===== config.mk =====
export PLATFORM = sky130hd
export DESIGN_NAME = evt_entry_top
export DESIGN_NICKNAME = d
export VERILOG_FILES = /design/src/rtl/evt_entry_pkg.sv /design/src/rtl/entry_arbiter.sv /design/src/rtl/entry_target.sv /design/src/rtl/entry_save.sv /design/src/rtl/evt_entry_top.sv
export SDC_FILE = /design/constraint.sdc
export NUM_CORES = 1
export LEC_CHECK = 0
export BUFFER_PORTS_ARGS = -buffer_cell sky130_fd_sc_hd__buf_4
export CAP_MARGIN = 15
export CORE_MARGIN = 2
export CORE_UTILIZATION = 44
export CTS_BUF_LIST = sky130_fd_sc_hd__clkbuf_8 sky130_fd_sc_hd__clkbuf_16
export CTS_CLUSTER_DIAMETER = 50
export DETAILED_ROUTE_END_ITERATION = 10
export PLACE_DENSITY = 0.77
export SYNTH_ARGS = -nofsm -noshare
export SYNTH_HDL_FRONTEND = slang
export SYNTH_SLANG_ARGS = --single-unit

===== constraint.sdc =====
create_clock -name clk -period 3.32 [get_ports clk]
set_clock_uncertainty 0.1 [all_clocks]
set_input_delay 0 -clock clk [delete_from_list [all_inputs] [get_ports clk]]
set_output_delay 0 -clock clk [all_outputs]
set_load 0.02 [all_outputs]

===== src/rtl/evt_entry_pkg.sv =====
// Package: shared widths, status bit positions, event codes and event kind.
// Assumes a 32-bit core status word with the bit layout given below.
package evt_entry_pkg;
    localparam int ADDR_W   = 32;
    localparam int CODE_W   = 12;

    localparam int SR_FD    = 15;
    localparam int SR_BL    = 28;
    localparam int SR_RB    = 29;
    localparam int SR_MD    = 30;
    localparam int IMASK_LO = 4;
    localparam int IMASK_W  = 4;

    localparam logic [CODE_W-1:0] C_POWER   = CODE_W'('h000);
    localparam logic [CODE_W-1:0] C_MANUAL  = CODE_W'('h020);
    localparam logic [CODE_W-1:0] C_MULTI   = CODE_W'('h140);
    localparam logic [CODE_W-1:0] C_MISS_RD = CODE_W'('h040);
    localparam logic [CODE_W-1:0] C_MISS_WR = CODE_W'('h060);
    localparam logic [CODE_W-1:0] C_TRAP    = CODE_W'('h160);
    localparam logic [CODE_W-1:0] C_KEEP    = CODE_W'('h1E0);

    typedef enum logic [1:0] {
        EV_NONE = 2'd0,
        EV_EXC  = 2'd1,
        EV_IRQ  = 2'd2
    } ev_kind_e;
endpackage


===== src/rtl/entry_arbiter.sv =====
// Module: entry_arbiter
// Decides which event, if any, is taken this cycle and what its effective
// code is. Assumes the interrupt request already passed the mask test.
module entry_arbiter
    import evt_entry_pkg::*;
#(
    parameter int CW = CODE_W
) (
    input  logic          exc_pending_i,
    input  logic [CW-1:0] exc_code_i,
    input  logic          irq_valid_i,
    input  logic          blocked_i,
    input  logic          asleep_i,
    output logic          take_o,
    output ev_kind_e      kind_o,
    output logic [CW-1:0] code_o
);
    // Priority: exception first; a blocked exception turns into reset
    always_comb begin
        kind_o = EV_NONE;
        code_o = exc_code_i;
        if (exc_pending_i) begin
            kind_o = EV_EXC;
            if (blocked_i && (exc_code_i != CW'(C_KEEP)))
                code_o = CW'(C_POWER);
        end else if (irq_valid_i && (!blocked_i || asleep_i)) begin
            kind_o = EV_IRQ;
        end
    end

    // Any kind other than none is a taken event
    assign take_o = (kind_o != EV_NONE);
endmodule


===== src/rtl/entry_target.sv =====
// Module: entry_target
// Picks the handler address by event class and forms the new status word.
// Assumes the effective code has already been through block-bit masking.
module entry_target
    import evt_entry_pkg::*;
#(
    parameter int              AW        = ADDR_W,
    parameter int              CW        = CODE_W,
    parameter logic [AW-1:0]   OFS_GEN   = AW'('h100),
    parameter logic [AW-1:0]   OFS_MISS  = AW'('h400),
    parameter logic [AW-1:0]   OFS_IRQ   = AW'('h600),
    parameter logic [AW-1:0]   RESET_VEC = AW'('hA000_0000)
) (
    input  ev_kind_e      kind_i,
    input  logic [CW-1:0] code_i,
    input  logic [AW-1:0] vbr_i,
    input  logic [AW-1:0] sr_i,
    output logic [AW-1:0] handler_o,
    output logic [AW-1:0] new_sr_o
);
    logic reset_class;
    logic miss_class;

    // Classify the exception code into reset-like and TLB-miss classes
    always_comb begin
        reset_class = (kind_i == EV_EXC) &&
                      ((code_i == CW'(C_POWER)) || (code_i == CW'(C_MANUAL)) ||
                       (code_i == CW'(C_MULTI)));
        miss_class  = (kind_i == EV_EXC) &&
                      ((code_i == CW'(C_MISS_RD)) || (code_i == CW'(C_MISS_WR)));
    end

    // Handler address selection
    always_comb begin
        if (kind_i == EV_IRQ)
            handler_o = vbr_i + OFS_IRQ;
        else if (reset_class)
            handler_o = RESET_VEC;
        else if (miss_class)
            handler_o = vbr_i + OFS_MISS;
        else
            handler_o = vbr_i + OFS_GEN;
    end

    // New status: privileged, blocked, bank 1; reset class also reinitialises
    always_comb begin
        new_sr_o        = sr_i;
        new_sr_o[SR_BL] = 1'b1;
        new_sr_o[SR_RB] = 1'b1;
        new_sr_o[SR_MD] = 1'b1;
        if (reset_class) begin
            new_sr_o[SR_FD]                 = 1'b0;
            new_sr_o[IMASK_LO +: IMASK_W]   = '1;
        end
    end
endmodule


===== src/rtl/entry_save.sv =====
// Module: entry_save
// Computes the saved PC: rewind for a delay-slot instruction, advance for
// the trap instruction. Assumes fixed-size instructions of STEP bytes.
module entry_save
    import evt_entry_pkg::*;
#(
    parameter int AW   = ADDR_W,
    parameter int CW   = CODE_W,
    parameter int STEP = 2
) (
    input  logic [AW-1:0] pc_i,
    input  logic          in_delay_i,
    input  ev_kind_e      kind_i,
    input  logic [CW-1:0] code_i,
    output logic [AW-1:0] saved_pc_o
);
    logic [AW-1:0] rewind;
    logic [AW-1:0] advance;

    // Adjustment terms, each zero or one instruction step
    always_comb begin
        rewind  = in_delay_i ? AW'(STEP) : '0;
        advance = ((kind_i == EV_EXC) && (code_i == CW'(C_TRAP))) ? AW'(STEP) : '0;
    end

    // Saved PC combines both terms
    assign saved_pc_o = pc_i - rewind + advance;
endmodule


===== src/rtl/evt_entry_top.sv =====
// Module: evt_entry_top
// Exception/interrupt entry sequencer. Registers the outcome of a taken
// event in one edge and strobes accept_o for one cycle; outputs hold
// otherwise. Assumes the core samples outputs while accept_o is high.
module evt_entry_top
    import evt_entry_pkg::*;
#(
    parameter int            AW        = ADDR_W,
    parameter int            CW        = CODE_W,
    parameter logic [AW-1:0] OFS_GEN   = AW'('h100),
    parameter logic [AW-1:0] OFS_MISS  = AW'('h400),
    parameter logic [AW-1:0] OFS_IRQ   = AW'('h600),
    parameter logic [AW-1:0] RESET_VEC = AW'('hA000_0000)
) (
    input  logic          clk,
    input  logic          rst_n,
    input  logic          exc_pending_i,
    input  logic [CW-1:0] exc_code_i,
    input  logic          irq_valid_i,
    input  logic [CW-1:0] irq_vector_i,
    input  logic          sleep_i,
    input  logic          in_delay_slot_i,
    input  logic [AW-1:0] cur_sr_i,
    input  logic [AW-1:0] cur_pc_i,
    input  logic [AW-1:0] vbr_i,
    input  logic [AW-1:0] gpr15_i,
    output logic          accept_o,
    output logic          delay_clr_o,
    output logic [AW-1:0] handler_pc_o,
    output logic [AW-1:0] new_sr_o,
    output logic [AW-1:0] saved_sr_o,
    output logic [AW-1:0] saved_pc_o,
    output logic [AW-1:0] saved_gpr_o,
    output logic [CW-1:0] exc_event_o,
    output logic [CW-1:0] int_event_o,
    output logic          asleep_o
);
    localparam logic [AW-1:0] SR_RESET = (AW'(1) << SR_BL) | (AW'(1) << SR_MD);

    logic          take;
    ev_kind_e      kind;
    logic [CW-1:0] eff_code;
    logic [AW-1:0] nxt_handler;
    logic [AW-1:0] nxt_sr;
    logic [AW-1:0] nxt_spc;

    entry_arbiter #(.CW(CW)) u_arb (
        .exc_pending_i (exc_pending_i),
        .exc_code_i    (exc_code_i),
        .irq_valid_i   (irq_valid_i),
        .blocked_i     (cur_sr_i[SR_BL]),
        .asleep_i      (asleep_o),
        .take_o        (take),
        .kind_o        (kind),
        .code_o        (eff_code)
    );

    entry_target #(
        .AW(AW), .CW(CW), .OFS_GEN(OFS_GEN), .OFS_MISS(OFS_MISS),
        .OFS_IRQ(OFS_IRQ), .RESET_VEC(RESET_VEC)
    ) u_tgt (
        .kind_i    (kind),
        .code_i    (eff_code),
        .vbr_i     (vbr_i),
        .sr_i      (cur_sr_i),
        .handler_o (nxt_handler),
        .new_sr_o  (nxt_sr)
    );

    entry_save #(.AW(AW), .CW(CW), .STEP(2)) u_save (
        .pc_i       (cur_pc_i),
        .in_delay_i (in_delay_slot_i),
        .kind_i     (kind),
        .code_i     (eff_code),
        .saved_pc_o (nxt_spc)
    );

    // Strobes: accept and delay-slot clear last one cycle after a take
    always_ff @(posedge clk) begin
        if (!rst_n) begin
            accept_o    <= 1'b0;
            delay_clr_o <= 1'b0;
        end else begin
            accept_o    <= take;
            delay_clr_o <= take && in_delay_slot_i;
        end
    end

    // Entry state: loaded only on a taken event, held otherwise
    always_ff @(posedge clk) begin
        if (!rst_n) begin
            handler_pc_o <= '0;
            new_sr_o     <= SR_RESET;
            saved_sr_o   <= '0;
            saved_pc_o   <= '0;
            saved_gpr_o  <= '0;
        end else if (take) begin
            handler_pc_o <= nxt_handler;
            new_sr_o     <= nxt_sr;
            saved_sr_o   <= cur_sr_i;
            saved_pc_o   <= nxt_spc;
            saved_gpr_o  <= gpr15_i;
        end
    end

    // Event registers: each loaded only by its own kind of event
    always_ff @(posedge clk) begin
        if (!rst_n) begin
            exc_event_o <= '0;
            int_event_o <= '0;
        end else begin
            if (kind == EV_EXC) exc_event_o <= eff_code;
            if (kind == EV_IRQ) int_event_o <= irq_vector_i;
        end
    end

    // Sleep flag: set by request, cleared by any taken event
    always_ff @(posedge clk) begin
        if (!rst_n)       asleep_o <= 1'b0;
        else if (take)    asleep_o <= 1'b0;
        else if (sleep_i) asleep_o <= 1'b1;
    end

    // exception taken regardless of a concurrent interrupt
    a_r1_exc_first: assert property (@(posedge clk) disable iff (!rst_n)
        (exc_pending_i && !cur_sr_i[SR_BL]) |=>
            (accept_o && exc_event_o == $past(exc_code_i) &&
             int_event_o == $past(int_event_o)));

    // blocked and awake means the interrupt is dropped
    a_r3_blocked_irq: assert property (@(posedge clk) disable iff (!rst_n)
        (!exc_pending_i && irq_valid_i && cur_sr_i[SR_BL] && !asleep_o) |=>
            (!accept_o && $stable(handler_pc_o)));

    // saved copies match the inputs of the capturing cycle
    a_r4_saved_copy: assert property (@(posedge clk) disable iff (!rst_n)
        accept_o |-> (saved_sr_o == $past(cur_sr_i) && saved_gpr_o == $past(gpr15_i)));

    // new status always privileged, blocked, bank 1 after an entry
    a_r4_status_bits: assert property (@(posedge clk) disable iff (!rst_n)
        accept_o |-> (new_sr_o[SR_BL] && new_sr_o[SR_MD] && new_sr_o[SR_RB]));

    // no event input means no strobe and held outputs
    a_r10_hold: assert property (@(posedge clk) disable iff (!rst_n)
        (!exc_pending_i && !irq_valid_i) |=>
            (!accept_o && $stable(handler_pc_o) && $stable(saved_pc_o)));

    // sleep flag is low whenever an entry has just happened
    a_r11_sleep_clear: assert property (@(posedge clk) disable iff (!rst_n)
        accept_o |-> !asleep_o);
endmodule


# Yosys cells after proc, flatten, opt, wreduce, memory -nomap -nowiden
# Cells that the tools add are included.
# word_totals
elab_cells	49
input_bits	158
out_inout_bits	187
reg_bits	185
# op_classes
muxes	11
bitwise_logic	1
n_eq_ne	8
reduce_logical	14
n_addsub	5
# ops
operator	count
$mux 32	3
$add 32x11->32 const B	2
$add 32x32->32	1
$add 32x9->32 const B	1
$sub 32x32->32	1
$eq 12x7->1 const B	2
$eq 12x9->1 const B	2
$mux 12	2
$eq 12x6->1 const B	1
$logic_not 12->1	1
$ne 12x9->1 const B	1
$mux 2	4
$logic_and 1x1->1	6
$logic_or 1x1->1	4
$mux 4	1
$eq 2x1->1 const B	1
$eq 2x2->1 const B	1
$reduce_bool 2->1	1
$reduce_or 2->1	1
$logic_not 1->1	1
$mux 1	1
$not 1->1	1

# Logic depth before layout (Yosys ltp)
# Gate-level depths: netlist of run 1.
# logic_depth
ltp_word	10
mapped_depth	15
depth_no_buf	15

# Cells and area by module
# From an unflattened synthesis of run 1, not the netlist that was laid out.
# unflattened
hier_cells	1128
hier_area_um2	10448.8
# modules_own_cells
module	cells_each	instances	seq_area_each_um2	area_each_um2
evt_entry_top	628	1	3743.6	7073.0
entry_save	275	1	0.0	1845.5
entry_target	198	1	0.0	1326.3
entry_arbiter	27	1	0.0	203.9

# Worst setup path before layout of run 1
# Ideal clock, no wire load.
# synth_path
path_type	input to register
start	input exc_code_i[1]
end	register saved_pc_o[21]
t_required_ps	3098
t_arrival_ps	3446
path_stages	14
setup_ps	122
slack_ps	-348
n_path_buf	0
cell_sequence	nor4_2 > nand2_1 > or4_1 > fa_1 > fa_1 > nor2b_1 > o31a_1 > o211a_1 > a41oi_1 > o31ai_1 > nand2_1 > a21oi_1 > nor4_1 > a311o_1
# synth_via
elab_chain_cells	8
# synth_rtl
item	line_no	text
from (decl)	evt_entry_top.sv:18	input logic [CW-1:0] exc_code_i,
$ne 12x9->1	entry_arbiter.sv:24	if (blocked_i && (exc_code_i != CW'(C_KEEP)))
$logic_and 1x1->1	entry_arbiter.sv:24	
$mux 12	entry_arbiter.sv:24	
$mux 12 *	entry_arbiter.sv:22	if (exc_pending_i) begin
$eq 12x9->1 *	entry_save.sv:23	advance = ((kind_i == EV_EXC) && (code_i == CW'(C_TRAP))) ? AW'(STEP) : '0;
$logic_and 1x1->1 *	entry_save.sv:23	
$mux 2 *	entry_save.sv:23	
$add 32x32->32 *	entry_save.sv:27	assign saved_pc_o = pc_i - rewind + advance;
to (signal assigned)	evt_entry_top.sv:101	saved_pc_o <= nxt_spc;
to (decl)	evt_entry_top.sv:32	output logic [AW-1:0] saved_pc_o,
# Mark *: on every way between the ends. The rest lies on a longest branch, timed or not.
# A chain may end at the register's enable or synchronous reset.

# Worst setup path in the final report of run 1
# layout_path
start	input exc_code_i[2]
end	register saved_pc_o[23]
# Same word-level chain as after synthesis.

==> impl_metrics.tcl, run 1 <==
set metrics [dict create \
    vias 9937 \
    grt_max_degree 75 \
    slew_violations 0 \
    drive_above_1_share 0.301 \
    cts-htree-levels 4 \
    hp-class "input pin to flip-flop" \
    core_um2 18700 \
    ys_async_sr_fraction 0 \
    die_h_um 142 \
    drt-initial-drc-count 687 \
    synthMuxAreaShare 0.00613 \
    io_pins 345 \
    dp_hpwl_um 21000 \
    p_leak_uw 0.00618 \
    cts_root_buf "clkbuf_16" \
    cp_max_fo 3 \
    cts_inserted_buffers 17 \
    synth_top_area_cell "dfxtp_1" \
    routed_via_density 5.50 \
    ant_nets 0 \
    placed_cell_area_um2 11100 \
    run_status "complete, but fails checks" \
    routabilityCongestion 0.904 \
    dp_slack_ps -643 \
    slowest_stage "or4_4" \
    relSlewSlack 0.470 \
    gr-usage-all-layers 0.304 \
    rsz0062_at_grt "yes" \
    clk_latency_ps 430 \
    vdd_drop_max_mv 0.362 \
    power_uw 5730 \
    cts_sinks 161 \
    fillers 1404 \
    ys_top_cells_by_area "dfxtp_1 39%, nand2_1 10%, a21oi_1 9.2%, ha_1 5.1%, nor2_1 3.0%" \
    synth-xor-area-share 0.0335 \
    synth_top_family_by_area "compound AO/OA/AOI/OAI gates" \
    clk_pin_slew_worst_paths_ps 70 \
    die_w_um 142 \
    grt_overflow 0 \
    dieArea_um2 20100 \
    syn_to_final_growth_pct 60.3 \
    io_buffers 342 \
    path_cells "buf_6, nor4_4, nand2_1, or4_4, fa_1, fa_2, nor2b_2, o31a_1, o211a_1, a31o_1, a211o_1, o21a_1, buf_4, xnor2_2, a211oi_2" \
    max_freq_mhz 295 \
    synth_area_per_cell_um2 7.67 \
    ys.flop_type "dfxtp_1" \
    synth_warnings 0 \
    totalWireLength_um 32500 \
    cts_tree "yes" \
    violations "setup timing" \
    fin_nets 1752 \
    synth_compound_area_frac 0.230 \
    period_minus_slack_ps 3390 \
    maxCapViolCount 0 \
    fin_area_um2 13400 \
    cp-end-kind "flip-flop" \
    required_ps 3570 \
    setup_slack_ps -71.2 \
    clock_tree.buffer_depth 2 \
    crit_type "input pin to flip-flop" \
    grt_pass1_vias 9488 \
    initial_utilization 0.447 \
    ys_seq_elements 161 \
    syn_inst 1091 \
    synth_simple_gate_area_share 0.216 \
    worst_pin_slew_ps 795 \
    first_pass_iters 5 \
    slowest_delay_ps 560 \
    drc 0 \
    ys_seq_area_frac 0.385 \
    cp-start-kind "input pin" \
    synthAdderAreaFrac 0.0556 \
    whs_ps 17.6 \
    synth-edff-count 0 \
    cp.arrival_ps 3640 \
    netlist_area_um2 8360 \
    grt_pass1_wl_um 48600 \
    synth.distinct_cells 67 \
    hold_violations 0 \
    timing.final.crit_share 1.02 \
    p_per_area_nw_per_um2 428 \
    yosysTopAreaCellShare 0.385 \
    antenna_found_initial 2 \
    routedWlPerCell_um 18.0 \
    row_count 50 \
    finalSetupViolations 4 \
]
## final timing paths
kind	from	cells past startpoint	slack, ps	endpoint
worst min-delay path	vbr_i[9]	5	20	handler_pc_o[9]$_SDFFE_PN0P_
worst max register to register	asleep_o$_SDFFE_PP0P_	8	410	handler_pc_o[30]$_SDFFE_PN0P_
worst min register to register	saved_gpr_o[17]$_SDFFE_PN0P_	2	350	saved_gpr_o[17]$_SDFFE_PN0P_
worst max-delay path	exc_code_i[2]	15	-70	saved_pc_o[23]$_SDFFE_PN0P_
## timing repair
action	4_1_cts	5_1_grt
cloned	0	2
setup buffers	15	10
hold endpoints to repair	137	0
setup endpoints to repair	7	35
hold buffers	135	0
pin swaps	5	20
gates resized for setup	6	26
## flip-flops by register name, summed over array words and instances, names as in the netlist
register / cells
handler_pc_o: 32
saved_pc_o: 32
asleep_o: 1
saved_sr_o: 32
new_sr_o: 6
exc_event_o: 12
accept_o: 1
delay_clr_o: 1
saved_gpr_o: 32
int_event_o: 12
## cells by family (layout without fill, tap and decap cells)
kind of cell,after synthesis,after routing
and+or+nand+nor,406,406
xor gates and xnor gates,32,32
other,1,4
muxes,5,5
adders and majority gates,36,36
buffers and inverters,135,614
DFF,161,161
AOI/OAI and AO/OA,315,315
## where the power goes
| part | internal (uW) | total (uW) | switching (uW) |
|---|---|---|---|
| logic | 748 | 1590 | 847 |
| clock network | 1080 | 1970 | 888 |
| registers | 2080 | 2170 | 95.4 |
## cells in the final DEF, fill, tap and decap left out, types with 8 or more instances in the layout
| master | n |
|---|---|
| a21oi_1 | 148 |
| ha_1 | 34 |
| a21o_1 | 15 |
| o21ai_0 | 36 |
| buf_4 | 394 |
| a211oi_1 | 8 |
| a31oi_1 | 17 |
| nor2b_1 | 20 |
| xnor2_1 | 21 |
| dlygate4sd3_1 | 135 |
| clkbuf_16 | 19 |
| inv_1 | 43 |
| nand3_1 | 20 |
| nand4_1 | 10 |
| o21a_1 | 11 |
| xor2_1 | 10 |
| nand2_1 | 231 |
| nor3_1 | 9 |
| dfxtp_1 | 161 |
| o211ai_1 | 8 |
| nor2_1 | 64 |
| a22o_1 | 12 |
## worst max-delay path: cells and delay by family
family / cells / cell delay [ps]
AO/OA/AOI/OAI: 6 / 1440
adder cells (fa/ha/maj): 2 / 780
buffers and inverters: 2 / 240
XOR/XNOR: 1 / 130
AND/OR/NAND/NOR: 4 / 1040
## cell type report
class                           count  area, um2  area share
Inverter                           44        168      0.0125
Multi-Input combinational cell    796       4680       0.349
Clock inverter                     14        150      0.0112
Antenna cell                        2       5.00    0.000373
Clock buffer                       18        439      0.0328
Timing Repair Buffer              538       4450       0.332
Tap cell                          234        293      0.0218
Sequential cell                   161       3220       0.240
## layer usage
metal / vias up / global-route usage / wire length (um)
met5: - / 0 / 0
met3: 137 / 0.0624 / 2110
met4: 0 / 0.178 / 1840
met1: 4610 / 0.346 / 12600
li1: 4684 / - / -
met2: 506 / 0.527 / 16000
## synthesized netlist by cell type (3+ instances only)
cell type	instances
o211ai_1	8
o21ai_0	37
a22o_1	12
o22ai_1	3
a21oi_1	153
nor3_1	10
a211oi_1	9
a221oi_1	3
o21a_1	11
xnor2_1	22
nor4_1	3
nor2b_1	22
nand4_1	10
buf_2	4
and4_1	4
inv_1	44
nand2_1	232
and3_1	6
clkbuf_1	56
buf_1	5
o21ai_1	3
o31ai_1	8
nor2_1	66
o2111ai_1	3
mux2i_1	4
a22oi_1	4
dfxtp_1	161
ha_1	34
o221ai_1	6
or3_1	5
buf_4	26
a21o_1	15
nand3_1	20
a31oi_1	19
xor2_1	10
nand2b_1	8
and2_1	4
## stage by stage
step                      TNS [ps]  cells   util
after CTS                     -167   1795  0.704
after detailed placement     -7380   1613  0.593
after global routing          -677   1807  0.717
after global placement       -5760   1613  0.593
after floorplan               -779   1092      -
final                         -165   1807  0.717
Note: power is estimated with default switching activity, not from simulation.
==> run 2, diff against run 1 <==
--- a/config.mk
+++ b/config.mk
@@ -8,11 +8,13 @@
 export BUFFER_PORTS_ARGS = -buffer_cell sky130_fd_sc_hd__buf_4
 export CAP_MARGIN = 15
 export CORE_MARGIN = 2
-export CORE_UTILIZATION = 44
+export CORE_UTILIZATION = 47
 export CTS_BUF_LIST = sky130_fd_sc_hd__clkbuf_8 sky130_fd_sc_hd__clkbuf_16
 export CTS_CLUSTER_DIAMETER = 50
 export DETAILED_ROUTE_END_ITERATION = 10
-export PLACE_DENSITY = 0.77
+export PLACE_DENSITY = 0.78
+export REMOVE_ABC_BUFFERS = 1
 export SYNTH_ARGS = -nofsm -noshare
 export SYNTH_HDL_FRONTEND = slang
+export SYNTH_HIERARCHICAL = 1
 export SYNTH_SLANG_ARGS = --single-unit
==> run 2 against run 1 <==
  * The flow still finishes with violations (setup timing)
  * Flip-flop and latch count increased by 26
  * Global-route usage is 2.8 points lower
  * Critical path depth is 5 higher
  * Critical path type unchanged
  * Critical endpoint is now saved_pc_o[27]$_SDFFE_PN0P_
==> impl_metrics.tcl, run 2 <==
set metrics [dict create \
    run_status "complete, but fails checks" \
    violations "setup timing" \
    clkPwrFrac 0.333 \
    reg2reg_slack_ps -310 \
    layout_commonest_cell "buf_4" \
    hold_violations 0 \
    grt_pass1_vias 9924 \
    netlist_area_um2 10400 \
    fillers 1462 \
    ff2ff_path_depth 18 \
    slowest_stage "or4b_4" \
    slew_violations 0 \
    switching_share 0.324 \
    initial_utilization 0.479 \
    first_pass_iters 5 \
    ys_seq_elements 187 \
    drt-initial-drc-count 590 \
    max_freq_mhz 274 \
    use_met1 0.329 \
    grt_pass1_wl_um 52300 \
    ys_top_cells_by_area "dfxtp_1 36%, mux2i_1 18%, nor2b_1 9.9%, ha_1 4.1%, nand2_1 3.1%" \
    reg2reg_from "asleep_o$_SDFFE_PP0P_" \
    die_h_um 153 \
    cp-start-kind "input pin" \
    yosysTopAreaCellShare 0.358 \
    dp_cells 1714 \
    drc 0 \
    dieArea_um2 23400 \
    dp_slack_ps -1020 \
    io_buffers 344 \
    clock_tree.buffer_depth 2 \
    rsz0062_at_grt "yes" \
    cts_sinks 187 \
    cp-end-kind "flip-flop" \
    relSlewSlack 0.582 \
    syn_to_final_growth_pct 49.7 \
    grt_max_degree 66 \
    internal_power_uw 4480 \
    io_pins 345 \
    ys_seq_area_frac 0.358 \
    gr-usage-all-layers 0.276 \
    period_minus_slack_ps 3640 \
    final_cell_mix "391 x buf_4, 186 x mux2i_1, 186 x dfxtp_1, 163 x nor2b_1, 131 x dlygate4sd3_1" \
    rr_endpoint "saved_pc_o[31]$_SDFFE_PN0P_" \
    clk_pin_slew_worst_paths_ps 80 \
    synth_area_per_cell_um2 9.26 \
    ant_nets 0 \
    row_count 54 \
    grt.busiest_layer "met2" \
    fin_nets 1792 \
    finalSetupViolations 19 \
    crit_type "input pin to flip-flop" \
    p_per_area_nw_per_um2 424 \
    drive_above_1_share 0.320 \
    routedWlPerCell_um 17.8 \
    vdd_drop_max_mv 0.336 \
    setup_slack_ps -324 \
    yosysMostFrequentCell "dfxtp_1" \
    p_seq_frac 0.379 \
    timing.final.crit_share 1.10 \
    synth_top_area_cell "dfxtp_1" \
    cts_root_buf "clkbuf_16" \
    synth.distinct_cells 75 \
    syn_inst 1128 \
    synth_warnings 6 \
    cp-startpoint "exc_code_i[0]" \
    routed_via_density 5.21 \
    cts-htree-levels 4 \
    maxCapViolCount 0 \
    required_ps 3540 \
    hp-class "input pin to flip-flop" \
    worst_pin_slew_ps 628 \
    synth-edff-count 0 \
    totalWireLength_um 33700 \
    cp_max_fo 4 \
    use_met3 0.0584 \
    slowest_delay_ps 610 \
    grt_overflow 0 \
    cp.arrival_ps 3860 \
    cts_tree "yes" \
    core_um2 21800 \
    layout.cells.non_filler 1892 \
    grt_util_met2 0.478 \
    routabilityCongestion 0.905 \
    netlist_top_cells_count "187 x dfxtp_1, 186 x mux2i_1, 165 x nor2b_1, 85 x nand2_1, 52 x nor2_1" \
    clk_latency_ps 430 \
    vias 9856 \
    die_w_um 153 \
    cts_inserted_buffers 17 \
    antenna_found_initial 1 \
    ys.flop_type "dfxtp_1" \
    p_leak_uw 0.00756 \
    cp-endpoint "saved_pc_o[27]$_SDFFE_PN0P_" \
    dp_hpwl_um 22200 \
    ys_async_sr_fraction 0 \
    p_sw_uw 2150 \
    combPwrFrac 0.287 \
    path_cells "buf_6, or4b_4, o31ai_4, nor4bb_4, nand4_1, nor4_4, fa_2, inv_2, fa_2, nand2b_4, a211oi_4, o21ai_2, o21ai_2, buf_6, buf_12, a211oi_4, a21oi_2, xor2_1, mux2i_1, nor2b_1" \
    holdPathStages 5 \
]
## run 2: changes by cell type after synthesis, moves of 23 or more
cell	delta
nor2b_1	+143
nand2_1	-147
a21oi_1	-119
dfxtp_1	+26
mux2i_1	+182
clkbuf_1	-32
o21ai_0	-23
## run 2: repair_timing
action / CTS / global route
resized for setup: 42 / 25
endpoints found under the hold margin: 141 / 0
endpoints found under the setup margin: 22 / 24
hold buffers: 131 / 0
buffers inserted: 10 / 7
pin swaps: 23 / 22
## run 2: worst min-delay path by stage
stage	startpoint	to
5_1_grt	cur_pc_i[2]	saved_pc_o[2]$_SDFFE_PN0P_
3_5_place_dp	in_delay_slot_i	delay_clr_o$_SDFF_PN0_
4_1_cts	cur_pc_i[2]	saved_pc_o[2]$_SDFFE_PN0P_
2_1_floorplan	rst_n	new_sr_o[28]$_SDFFE_PN1P_
6_report	cur_pc_i[2]	saved_pc_o[2]$_SDFFE_PN0P_
3_3_place_gp	gpr15_i[31]	saved_gpr_o[31]$_SDFFE_PN0P_
## run 2: power groups by stage
stage | logic [uW] | registers [uW] | clock network, uW
6_report | 1910 | 2520 | 2210
4_1_cts | 1830 | 2510 | 2250
3_3_place_gp | 1590 | 2560 | 0
3_5_place_dp | 1620 | 2560 | 0
2_1_floorplan | 783 | 2760 | 0
5_1_grt | 2030 | 2540 | 2340
## run 2: routing by layer
metal  vias up  wire length (um)  part of all wire
met2       368             16500              0.49
met3        94              1940             0.058
li1       4741                 -                 -
met4         0              1430             0.042
met5         -                 0                 0
met1      4653             13800              0.41
## run 2: through the flow
step | area [um2] | util | hold slack (ps) | power [uW] | setup TNS, ps
after floorplan | 9890 | - | -38.1 | 3540 | -433580
after global placement | 13200 | 0.605 | 155 | 4150 | -13810
after detailed placement | 13200 | 0.605 | 160 | 4180 | -17180
after CTS | 15500 | 0.709 | 24.7 | 6580 | -2380
after global routing | 15600 | 0.717 | 50.9 | 6900 | -7230
final | 15600 | 0.717 | 36.7 | 6640 | -3930
## run 2: final cells by class
cell class	instances	area, um2	share of cell area
diodes	1	2.50	0.000160
clock buffers	17	425	0.0272
clock inverters	15	223	0.0142
inverters	50	188	0.0120
multi-input cells	807	6280	0.402
flip-flops and latches	187	3740	0.239
well taps	280	350	0.0224
repair buffers	535	4430	0.283
## run 2: logic make-up after synthesis
| family | share of synthesized area |
|---|---|
| adders and majority gates | 0.0445 |
| DFF | 0.358 |
| and+or+nand+nor | 0.212 |
| muxes | 0.181 |
| xor gates and xnor gates | 0.0360 |
| AOI/OAI and AO/OA | 0.0958 |
| buffers and inverters | 0.0721 |
| other | 0.000359 |
## run 2: worst max-delay path: cells and delay by family
family	cells	cell delay, ps
AND/OR/NAND/NOR	6	1470
AO/OA/AOI/OAI	6	970
adder cells (fa/ha/maj)	2	700
buffers and inverters	4	430
XOR/XNOR	1	150
multiplexers	1	140
